--- src/rtl/aclk_pkg.sv ---
package aclk_pkg;
  typedef enum logic [1:0] {
    WD_32  = 2'd0,
    WD_64  = 2'd1,
    WD_128 = 2'd2
  } wdiv_e;

  localparam int AUTO_HI_THR = 384;
  localparam int AUTO_LO_THR = 192;
endpackage

--- src/rtl/aclk_rate_pick.sv ---
module aclk_rate_pick
  import aclk_pkg::*;
#(
  parameter int RATIO_W = 12
) (
  input  logic               auto_en,
  input  logic [RATIO_W-1:0] ratio,
  input  logic               man_div4,
  input  logic [1:0]         man_wsel,
  output logic               div4,
  output wdiv_e              wdiv
);
  localparam logic [RATIO_W-1:0] HI_LIM = RATIO_W'(AUTO_HI_THR);
  localparam logic [RATIO_W-1:0] LO_LIM = RATIO_W'(AUTO_LO_THR);

  always_comb begin
    if (auto_en) begin
      if (ratio > HI_LIM) begin
        div4 = 1'b1;
        wdiv = WD_128;
      end else begin
        wdiv = WD_64;
        div4 = (ratio >= LO_LIM);
      end
    end else begin
      div4 = man_div4;
      case (man_wsel)
        2'd0:    wdiv = WD_32;
        2'd1:    wdiv = WD_64;
        default: wdiv = WD_128;
      endcase
    end
  end
endmodule

--- src/rtl/aclk_master_div.sv ---
module aclk_master_div
  import aclk_pkg::*;
#(
  parameter int MAX_BITS = 128,
  parameter int VB_W     = 6
) (
  input  logic            clk,
  input  logic            rst,
  input  logic            run,
  input  logic            div4,
  input  wdiv_e           wdiv,
  input  logic            free_run,
  input  logic [VB_W-1:0] valid_bits,
  output logic            bclk_q,
  output logic            lr_q,
  output logic            rise_q,
  output logic            fall_q
);
  localparam int CNT_W = $clog2(MAX_BITS);
  localparam int FRM_W = CNT_W + 1;

  logic             pre;
  logic             bclk_r;
  logic [CNT_W-1:0] bitcnt;
  logic [FRM_W-1:0] frame;
  logic [FRM_W-1:0] half;
  logic [CNT_W-1:0] half_mask;
  logic [CNT_W-1:0] bit_n;
  logic [CNT_W-1:0] pos_n;
  logic             tick;
  logic             bclk_n;
  logic             lr_n;
  logic             gate_ok;

  always_comb begin
    case (wdiv)
      WD_32:   frame = FRM_W'(32);
      WD_64:   frame = FRM_W'(64);
      default: frame = FRM_W'(128);
    endcase
  end

  assign half      = frame >> 1;
  assign half_mask = CNT_W'(half - FRM_W'(1));
  assign tick      = div4 ? pre : 1'b1;
  assign bclk_n    = bclk_r ^ tick;

  always_comb begin
    bit_n = bitcnt;
    if (tick && bclk_r) begin
      if ({1'b0, bitcnt} == frame - FRM_W'(1)) bit_n = '0;
      else                                     bit_n = bitcnt + CNT_W'(1);
    end
  end

  assign lr_n    = ({1'b0, bit_n} >= half);
  assign pos_n   = bit_n & half_mask;
  assign gate_ok = free_run | (int'(pos_n) < int'(valid_bits));

  always_ff @(posedge clk) begin
    if (rst || !run) begin
      pre    <= 1'b0;
      bclk_r <= 1'b0;
      bitcnt <= '0;
      bclk_q <= 1'b0;
      lr_q   <= 1'b0;
      rise_q <= 1'b0;
      fall_q <= 1'b0;
    end else begin
      pre    <= tick ? 1'b0 : ~pre;
      bclk_r <= bclk_n;
      bitcnt <= bit_n;
      bclk_q <= bclk_n & gate_ok;
      lr_q   <= lr_n;
      rise_q <= tick & ~bclk_r;
      fall_q <= tick & bclk_r;
    end
  end
endmodule

--- src/rtl/aclk_slave_sync.sv ---
module aclk_slave_sync #(
  parameter int SYNC_STAGES = 2
) (
  input  logic clk,
  input  logic rst,
  input  logic en,
  input  logic ext_bclk,
  input  logic ext_lr,
  output logic rise_q,
  output logic fall_q,
  output logic ws_q
);
  logic [1:0] ext_in;
  logic [1:0] cur;
  logic [1:0] prev;

  assign ext_in = {ext_lr, ext_bclk};

  for (genvar g = 0; g < 2; g++) begin : g_sync
    logic [SYNC_STAGES-1:0] chain;
    logic                   hist;
    always_ff @(posedge clk) begin
      if (rst) begin
        chain <= '0;
        hist  <= 1'b0;
      end else begin
        chain <= {chain[SYNC_STAGES-2:0], ext_in[g]};
        hist  <= chain[SYNC_STAGES-1];
      end
    end
    assign cur[g]  = chain[SYNC_STAGES-1];
    assign prev[g] = hist;
  end

  always_ff @(posedge clk) begin
    if (rst) begin
      rise_q <= 1'b0;
      fall_q <= 1'b0;
      ws_q   <= 1'b0;
    end else begin
      rise_q <= en & cur[0] & ~prev[0];
      fall_q <= en & ~cur[0] & prev[0];
      ws_q   <= en & cur[1];
    end
  end
endmodule

--- src/rtl/aclk_gen.sv ---
module aclk_gen
  import aclk_pkg::*;
#(
  parameter int RATIO_W     = 12,
  parameter int MAX_BITS    = 128,
  parameter int SYNC_STAGES = 2
) (
  input  logic               clk,
  input  logic               rst,
  input  logic               glb_en,
  input  logic               tx_en,
  input  logic               rx_en,
  input  logic               master,
  input  logic               free_run,
  input  logic               auto_div,
  input  logic [RATIO_W-1:0] ratio,
  input  logic               man_div4,
  input  logic [1:0]         man_wsel,
  input  logic [1:0]         wlen_sel,
  input  logic               ext_bclk,
  input  logic               ext_lrclk,
  output logic               bclk_o,
  output logic               lrclk_o,
  output logic               clk_oe,
  output logic               bit_rise,
  output logic               bit_fall,
  output logic               word_sel
);
  localparam int VB_W = 6;

  logic            active;
  logic            div4;
  wdiv_e           wdiv;
  logic [VB_W-1:0] valid_bits;
  logic            m_bclk, m_lr, m_rise, m_fall;
  logic            s_rise, s_fall, s_ws;
  logic            oe_q;

  assign active = glb_en & (tx_en | rx_en);

  always_comb begin
    case (wlen_sel)
      2'd0:    valid_bits = VB_W'(16);
      2'd1:    valid_bits = VB_W'(24);
      default: valid_bits = VB_W'(32);
    endcase
  end

  aclk_rate_pick #(.RATIO_W(RATIO_W)) u_pick (
    .auto_en  (auto_div),
    .ratio    (ratio),
    .man_div4 (man_div4),
    .man_wsel (man_wsel),
    .div4     (div4),
    .wdiv     (wdiv)
  );

  aclk_master_div #(.MAX_BITS(MAX_BITS), .VB_W(VB_W)) u_mdiv (
    .clk        (clk),
    .rst        (rst),
    .run        (active & master),
    .div4       (div4),
    .wdiv       (wdiv),
    .free_run   (free_run),
    .valid_bits (valid_bits),
    .bclk_q     (m_bclk),
    .lr_q       (m_lr),
    .rise_q     (m_rise),
    .fall_q     (m_fall)
  );

  aclk_slave_sync #(.SYNC_STAGES(SYNC_STAGES)) u_ssync (
    .clk      (clk),
    .rst      (rst),
    .en       (active & ~master),
    .ext_bclk (ext_bclk),
    .ext_lr   (ext_lrclk),
    .rise_q   (s_rise),
    .fall_q   (s_fall),
    .ws_q     (s_ws)
  );

  always_ff @(posedge clk) begin
    if (rst) oe_q <= 1'b0;
    else     oe_q <= master & active;
  end

  assign bclk_o   = m_bclk;
  assign lrclk_o  = m_lr;
  assign clk_oe   = oe_q;
  assign bit_rise = m_rise | s_rise;
  assign bit_fall = m_fall | s_fall;
  assign word_sel = m_lr | s_ws;
endmodule

--- config.mk ---
export PLATFORM = sky130hd
export DESIGN_NAME = aclk_gen
export DESIGN_NICKNAME = d
export VERILOG_FILES = /design/src/rtl/aclk_pkg.sv /design/src/rtl/aclk_rate_pick.sv /design/src/rtl/aclk_master_div.sv /design/src/rtl/aclk_slave_sync.sv /design/src/rtl/aclk_gen.sv
export SDC_FILE = /design/constraint.sdc
export NUM_CORES = 1
export LEC_CHECK = 0
export ABC_AREA = 0
export CAP_MARGIN = 40
export CELL_PAD_IN_SITES_DETAIL_PLACEMENT = 1
export CELL_PAD_IN_SITES_GLOBAL_PLACEMENT = 1
export CORE_ASPECT_RATIO = 0.9
export CORE_UTILIZATION = 34
export DETAILED_ROUTE_END_ITERATION = 12
export PLACE_DENSITY = 0.82
export SLEW_MARGIN = 0
export SYNTH_ARGS = -nofsm -noshare
export SYNTH_HDL_FRONTEND = slang
export SYNTH_SLANG_ARGS = --single-unit
--- constraint.sdc ---
create_clock -name clk -period 3.78 [get_ports clk]
set_input_delay 0.567 -clock clk [delete_from_list [all_inputs] [get_ports clk]]
set_output_delay 0.567 -clock clk [all_outputs]
set_load 0.01 [all_outputs]
==> results of run 1 <==
==> report_power, final <==
group	internal (uW)	total (uW)	switching [uW]
registers	236	237	1.45
logic	39.2	64.7	25.5
clock network	142	224	82.2
total	417	526	109
==> sequential cells by signal (all words and copies together) (netlist names) <==
signal                cells
clk_oe                    1
u_mdiv.bclk_q             1
u_mdiv.bclk_r             1
u_mdiv.bitcnt             7
u_mdiv.fall_q             1
u_mdiv.lr_q               1
u_mdiv.pre                1
u_mdiv.rise_q             1
u_ssync.fall_q            1
u_ssync.g_sync.chain      4
u_ssync.g_sync.hist       1
u_ssync.rise_q            1
u_ssync.ws_q              1
==> through the flow <==
step | setup slack (ns) | total power (uW) | utilization (%)
after floorplan | 0.964 | 265 | -
after global placement | 0.295 | 303 | 48.5
after detailed placement | -0.0330 | 306 | 48.8
after CTS | 0.232 | 527 | 51.0
after global routing | 0.162 | 545 | 51.2
final | 0.412 | 526 | 51.2
==> cell families (layout without fill, tap and decap cells) <==
| family | after synthesis | count (layout) |
|---|---|---|
| and+or+nand+nor | 56 | 56 |
| AOI/OAI and AO/OA | 26 | 26 |
| DFF | 22 | 22 |
| buffers and inverters | 15 | 51 |
| adders and majority gates | 9 | 9 |
| xor gates and xnor gates | 6 | 6 |
==> cell type report <==
type	count	area [um^2]	share of cell area, %
tap	42	52.6	3.22
clock buffer	3	41.3	2.53
inverter	12	45.0	2.76
multi-input combinational	97	679	41.6
clock inverter	1	30.0	1.84
timing repair buffer	35	343	21.0
sequential	22	440	27.0
==> layout by cell type, fill, tap and decap left out, types with 4 or more instances in the layout <==
master,Yosys,routed
a21oi_1,5,5
clkdlybuf4s50_1,0,32
dfxtp_1,22,22
ha_1,9,9
inv_1,12,12
nand2_1,7,7
nand4_1,4,4
nor2_1,15,15
nor2b_1,6,6
nor3_1,5,5
==> per-layer routing <==
layer,wire [um],track usage (%),share of wire (%)
met1,1530,23.1,44
met2,1790,39.5,52
met3,73,3.54,2.1
met4,60,9.09,1.7
met5,0,0,0
==> worst max path at each step <==
stage	endpoint	slack (ns)	cells past startpoint
2_1_floorplan	u_mdiv.lr_q	0.96	13
3_3_place_gp	u_mdiv.bclk_q	0.30	12
3_5_place_dp	u_mdiv.lr_q	-0.03	13
4_1_cts	u_mdiv.lr_q	0.23	13
5_1_grt	u_mdiv.lr_q	0.16	13
6_report	u_mdiv.lr_q	0.41	13
==> worst max-delay path: stages <==
cell             delay [ns]
clkdlybuf4s50_1        0.43
nor4b_2                0.34
a211o_1                0.23
ha_1                   0.34
nand4_1                0.20
nor2_1                 0.17
xnor2_1                0.22
nor2_1                 0.09
ha_1                   0.31
nor2b_1                0.15
o21a_1                 0.16
o21ai_0                0.20
o41ai_2                0.11
==> impl_metrics.yaml, run 1 <==
outcome:
  run_status: "finished, final reports clean"
synthesis:
  synth_top_family_by_area: "simple AND/OR/NAND/NOR gates"
  synthDistinctLibCells: 45
  synthXorXnorAreaFrac_pct: 4.46
  synth_largest_type_area_fraction_pct: 37.4
  yosys-top-cells-count: "22 x dfxtp_1, 15 x nor2_1, 12 x inv_1, 9 x ha_1, 7 x nand2_1"
  fraction_of_the_mapped_netlist_area_in_simple_logic_gates_pct: 26.4
  ys.warnings.count: 0
  leading_cell_type_by_number_of_instances_after_synthesis: "dfxtp_1"
  synth.area.top_cells: "dfxtp_1 37%, ha_1 9.6%, nor2_1 4.8%"
  part_of_the_yosys_area_used_for_sequential_elements_pct: 37.4
  synth_compound_gate_area_share_pct: 16.8
  synth_seq_cells: 22
  yosys.area_share.adder_pct: 9.56
  mappedNetlistArea_um2: 1180
  synth_edf_count: 0
  syn-num-nets: 170
  postSynthAreaPerCell_um2: 8.79
  async_reset_ff_share_pct: 0
  postSynthCellCount: 134
  synth_top_area_cell: "dfxtp_1"
  fraction_of_synthesized_area_in_multiplexers_pct: 0
  dominantRegCellSynth: "dfxtp_1"
floorplanning:
  floorplan.initialDensity_pct: 37.0
  die-height_um: 57.8
  die-area_um2: 3700
  die-width_um: 64.0
  floorplan.rows: 19
  core-area_um2: 3190
  num_io_pins: 33
worst_setup_path:
  regToRegStartpoint: "u_mdiv.bitcnt[5]"
  critical_path.reg2reg.endpoint: "u_mdiv.lr_q"
  critical_path.startpoint: "ratio[9]"
  timing_worst_setup_path_type: "in -> reg"
  crit_arrival_ns: 3.51
  ff2ff_setup_slack_ns: 1.08
  crit_path_start_kind: "primary input"
  worstPathMaxFanout: 8
  timing.critical_path.required_ns: 3.93
  timing.critical_path.to_type: "flip-flop"
  r2r_cells: 10
finish:
  layout-drive-gt1-share_pct: 11.2
  n_antenna_cell: 0
  area_delta_synth_final_pct: 38.6
  final_net_count: 207
  postLayoutCellArea_um2: 1630
  instances_no_fill: 212
  n_fill_cell: 391
place:
  gpl.final_weighted_congestion: 0.818
  placed_instances: 208
  portBuffers: 32
  placed_cell_area_um2: 1550
  dpl.hpwl_um: 2830
global_routing:
  grt_start_max_net_pins: 14
  grt_first_pass_wirelength_um: 5710
  via_count_of_the_first_global_routing_pass: 1234
  gr-total-overflow: 0
  initial_antenna_violation_count: 0
  grt_util_all_layers_pct: 21.0
clock_network:
  cts_sinks: 22
  cts_root_buffer_type: "clkbuf_8"
  cts_made_buffers: 3
  cts_hold_buffers: 0
  htree_num_levels: 1
  post-cts-setup-buffer-count: 0
  cts-root-to-sink-buffers: 2
  clk_pin_slew_worst_paths_ns: 0.09
  cts-resized-gates: 0
  cts_tree: "yes"
  clock_insertion_delay_worst_skew_ns: 0.27
detailed_routing:
  route.antenna.remaining_nets: 0
  post_drt_wl_per_cell_um: 16.3
  vias: 1117
  first_iter_violations: 27
  residual_drc_count: 0
  finalWirelength_um: 3460
  drt_pass1_iterations: 4
  vias_per_cell: 5.27
hold_path:
  worstHoldPathType: "reg -> reg"
  worst_hold_path.num_cells: 2
  worst_hold_startpoint: "u_ssync.g_sync[1].chain[1]"
  worstHoldEndpoint: "u_ssync.ws_q"
timing:
  fmax_mhz: 297
  timing.slew.headroom_pct: 65.4
  unrepaired_setup_endpoints_after_global_routing: "no"
  hold_viol_final: 0
  layout_min_cycle_time_ns: 3.37
  setup-violations-final: 0
  timing.final.max_slew_violations: 0
  skew_ns: 0.0103
  setup_total_negative_slack_ns: 0
  min_period_over_period_pct: 89.1
  tightest_slew_ns: 0.515
  holdWs_ns: 0.439
power:
  peakVddDrop_v: 0.000228
  power.static_leakage_uw: 0.000661
  pwr_density_nw_per_um2: 322
job:
  max_cap_viol_count: 0
No activity file was read; power rests on OpenSTA's default activity.
==> run 2, diff against run 1 <==
MAX_ROUTING_LAYER = met4   (was unset)
==> impl_metrics.yaml, run 2 (synthesis results as in run 1) <==
outcome:
  run_status: "finished, final reports clean"
place:
  post-place-ws_ns: -0.0330
  gpl.final_weighted_congestion: 0.830
  placed_cell_area_um2: 1550
  placed_instances: 208
  dpl.hpwl_um: 2830
  portBuffers: 32
clock_network:
  cts_root_buffer_type: "clkbuf_8"
  post-cts-setup-buffer-count: 0
  cts-root-to-sink-buffers: 2
  cts_sinks: 22
  cts-resized-gates: 0
  htree_num_levels: 1
  cts_made_buffers: 3
  clk_pin_slew_worst_paths_ns: 0.09
  clock_insertion_delay_worst_skew_ns: 0.27
  cts_tree: "yes"
  cts_hold_buffers: 0
worst_setup_path:
  worstPathMaxFanout: 8
  timing.critical_path.to_type: "flip-flop"
  r2r_cells: 10
  critPathBufInv: 1
  crit_arrival_ns: 3.51
  timing_worst_setup_path_type: "in -> reg"
  critical_path_cell_count: 13
  cpMaxStageDelayCell: "clkdlybuf4s50_1"
  crit_path_start_kind: "primary input"
  timing.critical_path.required_ns: 3.93
  crit_path_cell_trace: "clkdlybuf4s50_1, nor4b_2, a211o_1, ha_1, nand4_1, nor2_1, xnor2_1, nor2_1, ha_1, nor2b_1, o21a_1, o21ai_0, o41ai_2"
  critPathTopFamily: "simple AND/OR/NAND/NOR gates"
  cp_slowest_stage_delay_ns: 0.43
global_routing:
  grt_util_all_layers_pct: 21.6
  via_count_of_the_first_global_routing_pass: 1236
  grt_start_max_net_pins: 14
  grt_first_pass_wirelength_um: 5700
  globalRoute.busiestLayer: "met2"
  grt_use_met1_pct: 23.1
  groute.layer.met2.usage_pct: 39.5
  gr-total-overflow: 0
  grt_util_met3_pct: 3.54
  initial_antenna_violation_count: 0
detailed_routing:
  drt_pass1_iterations: 4
  route.antenna.remaining_nets: 0
  vias: 1117
  post_drt_wl_per_cell_um: 16.3
  vias_per_cell: 5.27
  first_iter_violations: 28
  finalWirelength_um: 3460
  residual_drc_count: 0
timing:
  hold_viol_final: 0
  timing.final.max_slew_violations: 0
  skew_ns: 0.0103
  fmax_mhz: 297
  unrepaired_setup_endpoints_after_global_routing: "no"
  layout_setup_ws_ns: 0.412
  tightest_slew_ns: 0.515
  min_period_over_period_pct: 89.1
  setup-violations-final: 0
  layout_min_cycle_time_ns: 3.37
  timing.slew.headroom_pct: 65.4
power:
  pwr_density_nw_per_um2: 322
  power.static_leakage_uw: 0.000661
  totalPowerFinal_uw: 526
  peakVddDrop_v: 0.000229
finish:
  n_fill_cell: 391
  largest-register: "u_mdiv.bitcnt"
  largest_register_ffs: 7
  area_delta_synth_final_pct: 38.6
  layout_common_cells: "32 x clkdlybuf4s50_1, 22 x dfxtp_1, 15 x nor2_1"
  leading_registers_by_flop_count: "u_mdiv.bitcnt (7), u_ssync.g_sync.chain (4)"
  final_net_count: 207
  final_core_area_utilization_pct: 51.2
  layout-drive-gt1-share_pct: 11.2
  n_antenna_cell: 0
  postLayoutCellArea_um2: 1630
  most_frequent_standard_cell_in_the_layout_excluding_fill_and_tap_cells: "clkdlybuf4s50_1"
  instances_no_fill: 212
hold_path:
  worst_hold_path.num_cells: 2
  worstHoldPathType: "reg -> reg"
floorplanning:
  floorplan.rows: 19
  core-area_um2: 3190
  die-width_um: 64.0
  die-height_um: 57.8
  num_io_pins: 33
  floorplan.initialDensity_pct: 37.0
  die-area_um2: 3700
job:
  max_cap_viol_count: 0
==> run 2: cell counts in the layout (fill, tap and decap cells not counted) <==
Identical to the previous run, type by type.
==> run 2: final timing paths <==
check,from,end,slack (ns)
setup / recovery,ratio[9],u_mdiv.lr_q,0.41
hold / removal,u_ssync.g_sync[1].chain[1],u_ssync.ws_q,0.44
setup reg to reg,u_mdiv.bitcnt[5],u_mdiv.lr_q,1.08
hold reg to reg,u_ssync.g_sync[1].chain[1],u_ssync.ws_q,0.44
==> run 2: metrics by stage <==
stage	setup TNS, ns	hold slack [ns]
finish	0	0.439
global route	0	0.456
CTS	0	0.437
detailed placement	-0.0330	0.421
global placement	0	0.395
floorplan	0	0.389
==> run 2: layer usage <==
layer  routed length, um  part of all wire, %
met4                  60                  1.7
met5                   0                    0
met1                1530                   44
met2                1790                   52
met3                  73                  2.1
==> run 2: power breakdown <==
group	switching, uW	leakage, uW	total (uW)	internal (uW)
clock network	82.3	0.0000357	224	142
logic	25.5	0.000447	64.7	39.2
registers	1.45	0.000179	237	236
total	109	0.000661	526	417
==> run 2: tightest hold or removal path: cells and delay by family (launching register included) <==
| family | cells | cell delay (ns) |
|---|---|---|
| and+or+nand+nor | 1 | 0.04 |
| buffers and inverters | 1 | 0.05 |
| DFF | 1 | 0.31 |
==> run 2: layout make-up <==
type                       instances  area [um^2]  share of cell area (%)
multi-input combinational         97          679                    41.6
sequential                        22          440                    27.0
timing repair buffer              35          343                    21.0
tap                               42         52.6                    3.22
inverter                          12         45.0                    2.76
clock buffer                       3         41.3                    2.53
clock inverter                     1         30.0                    1.84
